## src/rtl/dpsk_enc_pkg.sv

```systemverilog
package dpsk_enc_pkg;
  localparam int QUAD_W = 2;
  localparam int CFG_FIELDS = 2;

  typedef logic [QUAD_W-1:0] quad_t;

  typedef enum logic {
    RATE_600  = 1'b0,
    RATE_1200 = 1'b1
  } rate_e;

  // one-bit symbol: 0 -> quarter turn, 1 -> three quarter turns
  function automatic quad_t single_bit_step(input logic b);
    return b ? quad_t'(3) : quad_t'(1);
  endfunction

  // two-bit symbol, first received bit is the left bit
  function automatic quad_t dibit_step(input logic first_b, input logic second_b);
    quad_t s;
    unique case ({first_b, second_b})
      2'b00:   s = quad_t'(1);
      2'b01:   s = quad_t'(0);
      2'b10:   s = quad_t'(2);
      default: s = quad_t'(3);
    endcase
    return s;
  endfunction

  function automatic quad_t symbol_step(input rate_e r, input logic first_b,
                                        input logic last_b);
    return (r == RATE_1200) ? dibit_step(first_b, last_b) : single_bit_step(last_b);
  endfunction
endpackage

```

## src/rtl/dpsk_tick_seq.sv

```systemverilog
module dpsk_tick_seq (
  input  logic clk,
  input  logic rst_n,
  input  logic tick_en,
  input  logic fast_rate,
  output logic sym_stb,
  output logic bit_req,
  output logic first_take,
  output logic at_boundary
);
  logic half_q;

  always_ff @(posedge clk or negedge rst_n) begin
    if (!rst_n)       half_q <= 1'b0;
    else if (tick_en) half_q <= ~half_q;
  end

  always_comb begin
    sym_stb     = tick_en & half_q;
    first_take  = tick_en & ~half_q & fast_rate;
    bit_req     = sym_stb | first_take;
    at_boundary = ~half_q & ~tick_en;
  end
endmodule

```

## src/rtl/dpsk_cfg_latch.sv

```systemverilog
module dpsk_cfg_latch #(
  parameter int FIELDS = 2
) (
  input  logic              clk,
  input  logic              rst_n,
  input  logic              load,
  input  logic [FIELDS-1:0] cfg_in,
  output logic [FIELDS-1:0] cfg_q
);
  for (genvar g = 0; g < FIELDS; g++) begin : g_field
    always_ff @(posedge clk or negedge rst_n) begin
      if (!rst_n)    cfg_q[g] <= 1'b0;
      else if (load) cfg_q[g] <= cfg_in[g];
    end
  end
endmodule

```

## src/rtl/dpsk_bit_collect.sv

```systemverilog
module dpsk_bit_collect
  import dpsk_enc_pkg::*;
(
  input  logic  clk,
  input  logic  rst_n,
  input  logic  first_take,
  input  logic  tx_bit,
  input  rate_e rate,
  output quad_t step
);
  logic first_q;

  always_ff @(posedge clk or negedge rst_n) begin
    if (!rst_n)          first_q <= 1'b0;
    else if (first_take) first_q <= tx_bit;
  end

  always_comb step = symbol_step(rate, first_q, tx_bit);
endmodule

```

## src/rtl/dpsk_phase_accum.sv

```systemverilog
module dpsk_phase_accum
  import dpsk_enc_pkg::*;
(
  input  logic  clk,
  input  logic  rst_n,
  input  logic  advance,
  input  quad_t step,
  output quad_t phase
);
  always_ff @(posedge clk or negedge rst_n) begin
    if (!rst_n)       phase <= '0;
    else if (advance) phase <= phase + step;
  end
endmodule

```

## src/rtl/dpsk_symbol_encoder.sv

```systemverilog
module dpsk_symbol_encoder
  import dpsk_enc_pkg::*;
(
  input  logic       clk,
  input  logic       rst_n,
  input  logic       tick_en,
  input  logic       tx_bit,
  input  logic       mode_cfg,
  input  logic       band_cfg,
  output logic       bit_req,
  output logic       sym_stb,
  output logic [1:0] quadrant,
  output logic       mode_active,
  output logic       band_sel
);
  logic                  first_take;
  logic                  at_boundary;
  logic [CFG_FIELDS-1:0] cfg_now;
  logic [CFG_FIELDS-1:0] cfg_held;
  quad_t                 step;
  quad_t                 phase;
  rate_e                 rate;

  assign cfg_now     = {band_cfg, mode_cfg};
  assign mode_active = cfg_held[0];
  assign band_sel    = cfg_held[1];
  assign rate        = rate_e'(cfg_held[0]);
  assign quadrant    = phase;

  dpsk_tick_seq u_seq (
    .clk        (clk),
    .rst_n      (rst_n),
    .tick_en    (tick_en),
    .fast_rate  (cfg_held[0]),
    .sym_stb    (sym_stb),
    .bit_req    (bit_req),
    .first_take (first_take),
    .at_boundary(at_boundary)
  );

  dpsk_cfg_latch #(.FIELDS(CFG_FIELDS)) u_cfg (
    .clk   (clk),
    .rst_n (rst_n),
    .load  (at_boundary),
    .cfg_in(cfg_now),
    .cfg_q (cfg_held)
  );

  dpsk_bit_collect u_col (
    .clk       (clk),
    .rst_n     (rst_n),
    .first_take(first_take),
    .tx_bit    (tx_bit),
    .rate      (rate),
    .step      (step)
  );

  dpsk_phase_accum u_acc (
    .clk    (clk),
    .rst_n  (rst_n),
    .advance(sym_stb),
    .step   (step),
    .phase  (phase)
  );
endmodule

```

## config.mk

```make
export PLATFORM = sky130hd
export DESIGN_NAME = dpsk_symbol_encoder
export DESIGN_NICKNAME = d
export VERILOG_FILES = /design/src/rtl/dpsk_enc_pkg.sv /design/src/rtl/dpsk_tick_seq.sv /design/src/rtl/dpsk_cfg_latch.sv /design/src/rtl/dpsk_bit_collect.sv /design/src/rtl/dpsk_phase_accum.sv /design/src/rtl/dpsk_symbol_encoder.sv
export SDC_FILE = /design/constraint.sdc
export NUM_CORES = 1
export LEC_CHECK = 0
export BUFFER_PORTS_ARGS = -buffer_cell sky130_fd_sc_hd__buf_2
export CAP_MARGIN = 25
export CORE_AREA = 2 2 39 41
export DETAILED_ROUTE_END_ITERATION = 8
export DIE_AREA = 0 0 41 43
export GPL_TIMING_DRIVEN = 1
export PLACE_DENSITY = 0.5
export SLEW_MARGIN = 20
export SYNTH_ARGS = -nofsm -noshare
export SYNTH_HDL_FRONTEND = slang
export SYNTH_SLANG_ARGS = --single-unit
```

## constraint.sdc

```tcl
create_clock -name clk -period 1.6 [get_ports clk]
set_clock_uncertainty 0.2 [all_clocks]
set_input_delay 0.08 -clock clk [delete_from_list [all_inputs] [get_ports clk]]
set_output_delay 0.08 -clock clk [all_outputs]
set_load 0.01 [all_outputs]
```

==> results of run 1 <==
==> layout by cell type (no fill, tap or decap), types with 2 or more instances in the layout <==
master                           n
sky130_fd_sc_hd__dlygate4sd3_1   6
sky130_fd_sc_hd__clkbuf_4        3
sky130_fd_sc_hd__dfrtp_1         6
sky130_fd_sc_hd__mux2_1          4
sky130_fd_sc_hd__mux2i_1         2
sky130_fd_sc_hd__nand3b_1        2
sky130_fd_sc_hd__buf_2          11
sky130_fd_sc_hd__xor2_1          3
==> sequential cells by signal (all words and copies together) (netlist names) <==
signal,count
u_acc.phase,2
u_cfg.cfg_q,2
u_col.first_q,1
u_seq.half_q,1
==> power by group <==
| group | switching, mW | total, mW | internal (mW) | leakage, nW |
|---|---|---|---|---|
| Combinational | 0.140 | 0.327 | 0.187 | 0.136 |
| Sequential | 0.0770 | 0.309 | 0.232 | 0.0703 |
| Clock | 0.0536 | 0.138 | 0.0848 | 0.0138 |
==> final cells by class <==
| cell class | instances | area (um^2) | share of cell area [%] |
|---|---|---|---|
| timing repair buffer | 18 | 122.6 | 26.49 |
| tap | 16 | 20.02 | 4.324 |
| multi-input combinational | 17 | 147.6 | 31.89 |
| clock buffer | 3 | 22.52 | 4.865 |
| sequential | 6 | 150.1 | 32.43 |
==> critical path, cell delays in order (launching register included) <==
cell and delay [ns]:
sky130_fd_sc_hd__dfrtp_1 0.38, sky130_fd_sc_hd__xor2_1 0.14, sky130_fd_sc_hd__nand2_1 0.07, sky130_fd_sc_hd__ha_2 0.18, sky130_fd_sc_hd__nand3b_1 0.14, sky130_fd_sc_hd__mux2i_1 0.16, sky130_fd_sc_hd__xor2_1 0.15
==> routing by layer <==
layer  vias to the layer above  global-route usage, %
met5                         -                      0
met4                         0                  10.00
met3                         0                  1.571
met2                         8                  12.19
met1                       118                  10.86
li1                        124                      -
==> cell families after synthesis <==
logic type	after synthesis	synth area share, %
compound gates	1	2.543
simple gates	6	11.44
mux	6	22.03
xor+xnor	3	8.900
flops	6	50.85
fa+ha+maj	1	4.237
==> per-stage QoR <==
| step | cells | worst slack (ns) |
|---|---|---|
| detailed placement | 50 | 0.05395 |
| finish | 60 | 0.09595 |
| floorplan | 23 | 0.1263 |
| global route | 60 | -0.02479 |
| global placement | 50 | 0.06051 |
| CTS | 59 | 0.02101 |
==> timing repair <==
| action | CTS | global route |
|---|---|---|
| resized for setup | 0 | 1 |
| endpoints found under the setup margin | 0 | 1 |
| hold buffers | 6 | 0 |
| setup buffers | 0 | 1 |
| endpoints found under the hold margin | 10 | 0 |
==> path summary, 6_finish.rpt <==
check / from / endpoint / slack, ns / cells past startpoint
max reg2reg: u_col.first_q / u_acc.phase[1] / 0.1 / 6
max: u_col.first_q / u_acc.phase[1] / 0.1 / 6
min in group asynchronous: rst_n / u_acc.phase[1] / 0.57 / 3
min: tx_bit / u_acc.phase[1] / 0.12 / 4
max in group asynchronous: rst_n / u_acc.phase[0] / 0.42 / 3
min reg2reg: u_acc.phase[1] / u_acc.phase[1] / 0.26 / 1
==> out/results.md, run 1 <==
| Quantity | This run | Unit |
| --- | --- | --- |
| Number of enable-type register cells in the synthesized netlist | 0 | - |
| Total iterations of the first detailed-routing run | 2 | - |
| Overall Global Routing Usage | 9.100 | % |
| Pins Over Slew Limit | 0 | - |
| Weighted congestion reported at the end of routability-driven placement | 0.7162 | - |
| Maximum number of pins on one net before global-route repair | 8 | - |
| Die Area | 1763 | um^2 |
| Clock tree buffer depth | 2 | - |
| Most used DFF post-synth | sky130_fd_sc_hd__dfrtp_1 | - |
| Routed length on met2 | 282 | um |
| Headroom to the max-slew limit | 81.62 | % |
| Number of flip-flops and latches in the synthesized netlist | 6 | - |
| Distinct cell type count after synthesis | 11 | - |
| # setup viols final | 0 | - |
| Cell area after placement | 370.4 | um^2 |
| Drt via density | 4.167 | - |
| Area of the core | 1384 | um^2 |
| Filler instances | 158 | - |
| Length of routed wiring on met1 | 249 | um |
| DRC violation total after the first TritonRoute iteration | 1 | - |
| Cell taking the most area after synthesis | sky130_fd_sc_hd__dfrtp_1 | - |
| DIE WIDTH | 41 | um |
| Outcome | finished, final reports clean | - |
| Number of cells produced by synthesis | 23 | - |
| Yosys top cell area share | 50.85 | % |
| Final period utilization | 94.00 | % |
| Proportion of synthesized chip area in sequential cells | 50.85 | % |
| Routed wl met3 | 40 | um |
| Number of rows created at floorplan | 14 | - |
| Number of nets still failing antenna checks after routing | 0 | - |
| I/O pin total | 12 | - |
| Total inserted antenna cells | 0 | - |
| Worst supply voltage drop on vdd | 544.6 | uV |
| Post-route DRC violation count | 0 | - |
| Hold/Removal Path Class | in2reg | - |
| Fin Setup TNS | 0 | ns |
| Layout-stage area growth over the synthesis result | 56.78 | % |
| Power density of the placed cells | 1674 | nW/um^2 |
| Post-route minimum period | 1.504 | ns |
| Setup repair after global routing missed its margin | true | - |
| Synth async-reset ratio | 100.0 | % |
| Initial antenna violation count | 0 | - |
| Insertion delay of the later-clocked pin in the worst-skew pair | 0.24 | ns |
| Starting Density | 21.34 | % |
| Leak Pwr | 0.2205 | nW |
| Data required time at the worst endpoint | 1.57 | ns |
| Fmax | 0.6649 | GHz |
| Nets | 53 | - |
| Synth Net Count | 30 | - |
| Clock sink total | 6 | - |
| Max-cap violations | 0 | - |
| Non-Filler Cell Area, Final | 462.9 | um^2 |
| Final cell utilization of the core | 33.45 | % |
| Final Hold Fails | 0 | - |
| Clock-pin slew reported for the worst setup and hold paths after clock tree synthesis | 0.04 | ns |
| Most used standard cell by instance count after synthesis | sky130_fd_sc_hd__dfrtp_1 | - |
| Post-synthesis instance area | 295.3 | um^2 |
| CP endpoint kind | flop | - |
| Routed length per placed instance | 9.533 | um |
| PnR Total Power | 0.7748 | mW |
| Highest routing layer actually used | met3 | - |
| Hold slack final | 0.1175 | ns |
| Maximum net fanout on the critical path | 2 | - |
| Placed wire-length estimate | 437.5 | um |
| Slew at the pin closest to its max-slew limit | 0.2748 | ns |
| Via total after detailed routing | 250 | - |
| Path type of the worst setup path | reg2reg | - |
| TritonCTS buffer count | 3 | - |
| Number of global-route vias before repair | 257 | - |
| Number of levels in the clock H-tree | 1 | - |
| Average instance area after synthesis | 12.84 | um^2 |
| Count of input and output buffers | 11 | - |
| Global-route congestion overflow total | 0 | - |
| Height of the die | 43 | um |
| Count of synthesis-stage warnings from yosys | 0 | - |
| Post-synth top cells | 6 x sky130_fd_sc_hd__dfrtp_1, 4 x sky130_fd_sc_hd__mux2_1, 3 x sky130_fd_sc_hd__xor2_1 | - |
| Critical path startpoint category | flop | - |
| CTS root buf | sky130_fd_sc_hd__clkbuf_4 | - |
| DRT Wirelength | 572 | um |
| Critical path arrival | 1.47 | ns |
| Share of cells above drive strength 1 | 36.36 | % |
| Wire length of the first global-routing pass | 1.021 | mm |
| Synth top area cells | sky130_fd_sc_hd__dfrtp_1 51%, sky130_fd_sc_hd__mux2_1 15%, sky130_fd_sc_hd__xor2_1 8.9% | - |
| Clock tree from TritonCTS | done | - |
(Power assumes the default switching activity.)
==> run 2: changes to the inputs <==
Settings changed: ABC_AREA from default to 1, PLACE_DENSITY 0.5 to 0.51.
==> out/results.md, run 2 <==
| Quantity | This run | Unit |
| --- | --- | --- |
| Yosys top cell area share | 48.39 | % |
| Pins Over Slew Limit | 0 | - |
| Clock sink total | 6 | - |
| Wire length of the first global-routing pass | 1.117 | mm |
| Via total after detailed routing | 314 | - |
| Data required time at the worst endpoint | 1.53 | ns |
| Final worst-path setup slack | 0.07651 | ns |
| Most used standard cell by instance count after synthesis | sky130_fd_sc_hd__nand2_1 | - |
| Synth top area cells | sky130_fd_sc_hd__dfrtp_1 48%, sky130_fd_sc_hd__nand2_1 16%, sky130_fd_sc_hd__mux2_4 4.8% | - |
| Crit path cell chain | nor2_4 -> dlygate4sd3_1 -> o21ai_1 | - |
| Synth Net Count | 43 | - |
| Number of global-route vias before repair | 285 | - |
| Number of nets still failing antenna checks after routing | 0 | - |
| Placed wire-length estimate | 486.2 | um |
| Number of flip-flops and latches in the synthesized netlist | 6 | - |
| Number of enable-type register cells in the synthesized netlist | 0 | - |
| Fmax | 0.6564 | GHz |
| Distinct cell type count after synthesis | 16 | - |
| Proportion of synthesized chip area in sequential cells | 48.39 | % |
| Height of the die | 43 | um |
| Drt via density | 4.187 | - |
| Fin Setup TNS | 0 | ns |
| Total inserted antenna cells | 0 | - |
| Number of levels in the clock H-tree | 1 | - |
| Hold/Removal Path Class | in2reg | - |
| Layout-stage area growth over the synthesis result | 64.92 | % |
| Commonest cells after routing, fill and taps aside | 13 x sky130_fd_sc_hd__nand2_1, 11 x sky130_fd_sc_hd__buf_2, 9 x sky130_fd_sc_hd__dlygate4sd3_1 | - |
| Overall Global Routing Usage | 10.11 | % |
| Most common cell after layout, fill and taps aside | sky130_fd_sc_hd__nand2_1 | - |
| Maximum net fanout on the critical path | 4 | - |
| CTS root buf | sky130_fd_sc_hd__clkbuf_4 | - |
| Leak Pwr | 0.2659 | nW |
| Number of rows created at floorplan | 14 | - |
| Outcome | finished, final reports clean | - |
| Number of cells produced by synthesis | 36 | - |
| # setup viols final | 0 | - |
| I/O pin total | 12 | - |
| Final Hold Fails | 0 | - |
| Synth async-reset ratio | 100.0 | % |
| Max-cap violations | 0 | - |
| Share of cells above drive strength 1 | 35.59 | % |
| Initial antenna violation count | 0 | - |
| Hold slack final | 0.04183 | ns |
| Most used DFF post-synth | sky130_fd_sc_hd__dfrtp_1 | - |
| Nets | 68 | - |
| Delay of the slowest cell on the worst path | 0.57 | ns |
| Average instance area after synthesis | 8.619 | um^2 |
| Count of input and output buffers | 11 | - |
| Slowest stage cell on the critical path | sky130_fd_sc_hd__dlygate4sd3_1 | - |
| Starting Density | 22.42 | % |
| Critical path arrival | 1.46 | ns |
| Maximum number of pins on one net before global-route repair | 7 | - |
| Global-route congestion overflow total | 0 | - |
| Bufs and invs on worst path | 1 | - |
| Cell taking the most area after synthesis | sky130_fd_sc_hd__dfrtp_1 | - |
| PnR Total Power | 0.8469 | mW |
| Die Area | 1763 | um^2 |
| Headroom to the max-slew limit | 81.31 | % |
| Area of the core | 1384 | um^2 |
| Setup repair after global routing missed its margin | false | - |
| Total iterations of the first detailed-routing run | 1 | - |
| Worst supply voltage drop on vdd | 405.4 | uV |
| DIE WIDTH | 41 | um |
| Path type of the worst setup path | reg2reg | - |
| Post-route DRC violation count | 0 | - |
| Final cell utilization of the core | 36.98 | % |
| Post-route minimum period | 1.523 | ns |
| Critical path startpoint category | flop | - |
| DRC violation total after the first TritonRoute iteration | 0 | - |
| Slew at the pin closest to its max-slew limit | 0.2794 | ns |
| Post-place setup slack | 0.1178 | ns |
| Count of synthesis-stage warnings from yosys | 0 | - |
| Power density of the placed cells | 1655 | nW/um^2 |
| TritonCTS buffer count | 3 | - |
| Clock-pin slew reported for the worst setup and hold paths after clock tree synthesis | 0.05 | ns |
| Post-synthesis instance area | 310.3 | um^2 |
| Clock tree buffer depth | 2 | - |
| Insertion delay of the later-clocked pin in the worst-skew pair | 0.24 | ns |
| Final period utilization | 95.22 | % |
| CP endpoint kind | flop | - |
| Cell type group with the largest total delay on the critical path | buffers and inverters | - |
| Routed length per placed instance | 8.907 | um |
| Post-synth top cells | 13 x sky130_fd_sc_hd__nand2_1, 6 x sky130_fd_sc_hd__dfrtp_1, 3 x sky130_fd_sc_hd__inv_1 | - |
| Clock tree from TritonCTS | done | - |
| DRT Wirelength | 668 | um |
| Regs by FF count | u_acc.phase: 2 flops, u_cfg.cfg_q: 2 flops | - |
| Weighted congestion reported at the end of routability-driven placement | 0.6187 | - |
[run 2: cell count changes after synthesis, moves of 2 or more]
cell                      delta
sky130_fd_sc_hd__mux2_1      -4
sky130_fd_sc_hd__inv_1       +3
sky130_fd_sc_hd__xor2_1      -2
sky130_fd_sc_hd__nand2_1    +12
sky130_fd_sc_hd__mux2i_1     -2
sky130_fd_sc_hd__o21ai_1     +2
[run 2: layout make-up]
class                           count  area, um^2
Tap cell                           16       20.02
Multi-Input combinational cell     25       153.9
Clock buffer                        3       22.52
Fill cell                         155       872.1
Inverter                            5       20.02
Timing Repair Buffer               20       145.1
Sequential cell                     6       150.1
[run 2: logic make-up (layout without fill, tap and decap cells)]
kind of cell	Yosys count	after routing	share of synthesized area, %
AO/OA/AOI/OAI	4	4	6.449
multiplexers	1	1	4.837
adder cells (fa/ha/maj)	1	1	4.032
AND/OR/NAND/NOR	18	18	27.02
buffers and inverters	5	28	6.449
XOR/XNOR	1	1	2.823
flip-flops	6	6	48.39
[run 2: repair_timing]
| item | 4_1_cts | 5_1_grt |
|---|---|---|
| hold endpoints to repair | 10 | 0 |
| gates resized for setup | 0 | 4 |
| hold buffers | 9 | 0 |
| setup endpoints to repair | 0 | 2 |
| buffers inserted | 0 | 0 |
[run 2: worst reg2reg max path, stage by stage, from the launching register on]
cell                            delay, ns
sky130_fd_sc_hd__dfrtp_1             0.43
sky130_fd_sc_hd__nor2_4              0.15
sky130_fd_sc_hd__dlygate4sd3_1       0.57
sky130_fd_sc_hd__o21ai_1             0.06
[run 2: power breakdown]
group / leakage (nW) / switching [mW] / total, mW / internal, mW
clock: 0.0138 / 0.0535 / 0.138 / 0.0848
combinational: 0.179 / 0.202 / 0.406 / 0.204
sequential: 0.0727 / 0.0744 / 0.302 / 0.228
[run 2: metrics by stage]
| step | std cells | instance area (um^2) |
|---|---|---|
| after floorplan | 36 | 310.3 |
| after global placement | 63 | 385.4 |
| after detailed placement | 63 | 385.4 |
| after CTS | 75 | 498.0 |
| after global routing | 75 | 511.7 |
| final | 75 | 511.7 |
[run 2: worst paths after layout]
path                            cells past startpoint        endpoint            from  slack (ns)
worst max-delay path                                3  u_cfg.cfg_q[0]    u_seq.half_q        0.08
worst min register to register                      2  u_acc.phase[1]  u_acc.phase[1]        0.28
min in group asynchronous                           3    u_seq.half_q           rst_n        0.57
worst max register to register                      3  u_cfg.cfg_q[0]    u_seq.half_q        0.08
max in group asynchronous                           3  u_acc.phase[1]           rst_n        0.41
worst min-delay path                                3  u_cfg.cfg_q[1]         tick_en        0.04
[run 2: metal layers]
metal	track usage, %	vias to the layer above	share of wire, %
li1	-	165	-
met4	10.00	0	1.5
met1	11.51	139	41
met3	3.141	2	6.0
met2	13.75	8	51
met5	0	-	0
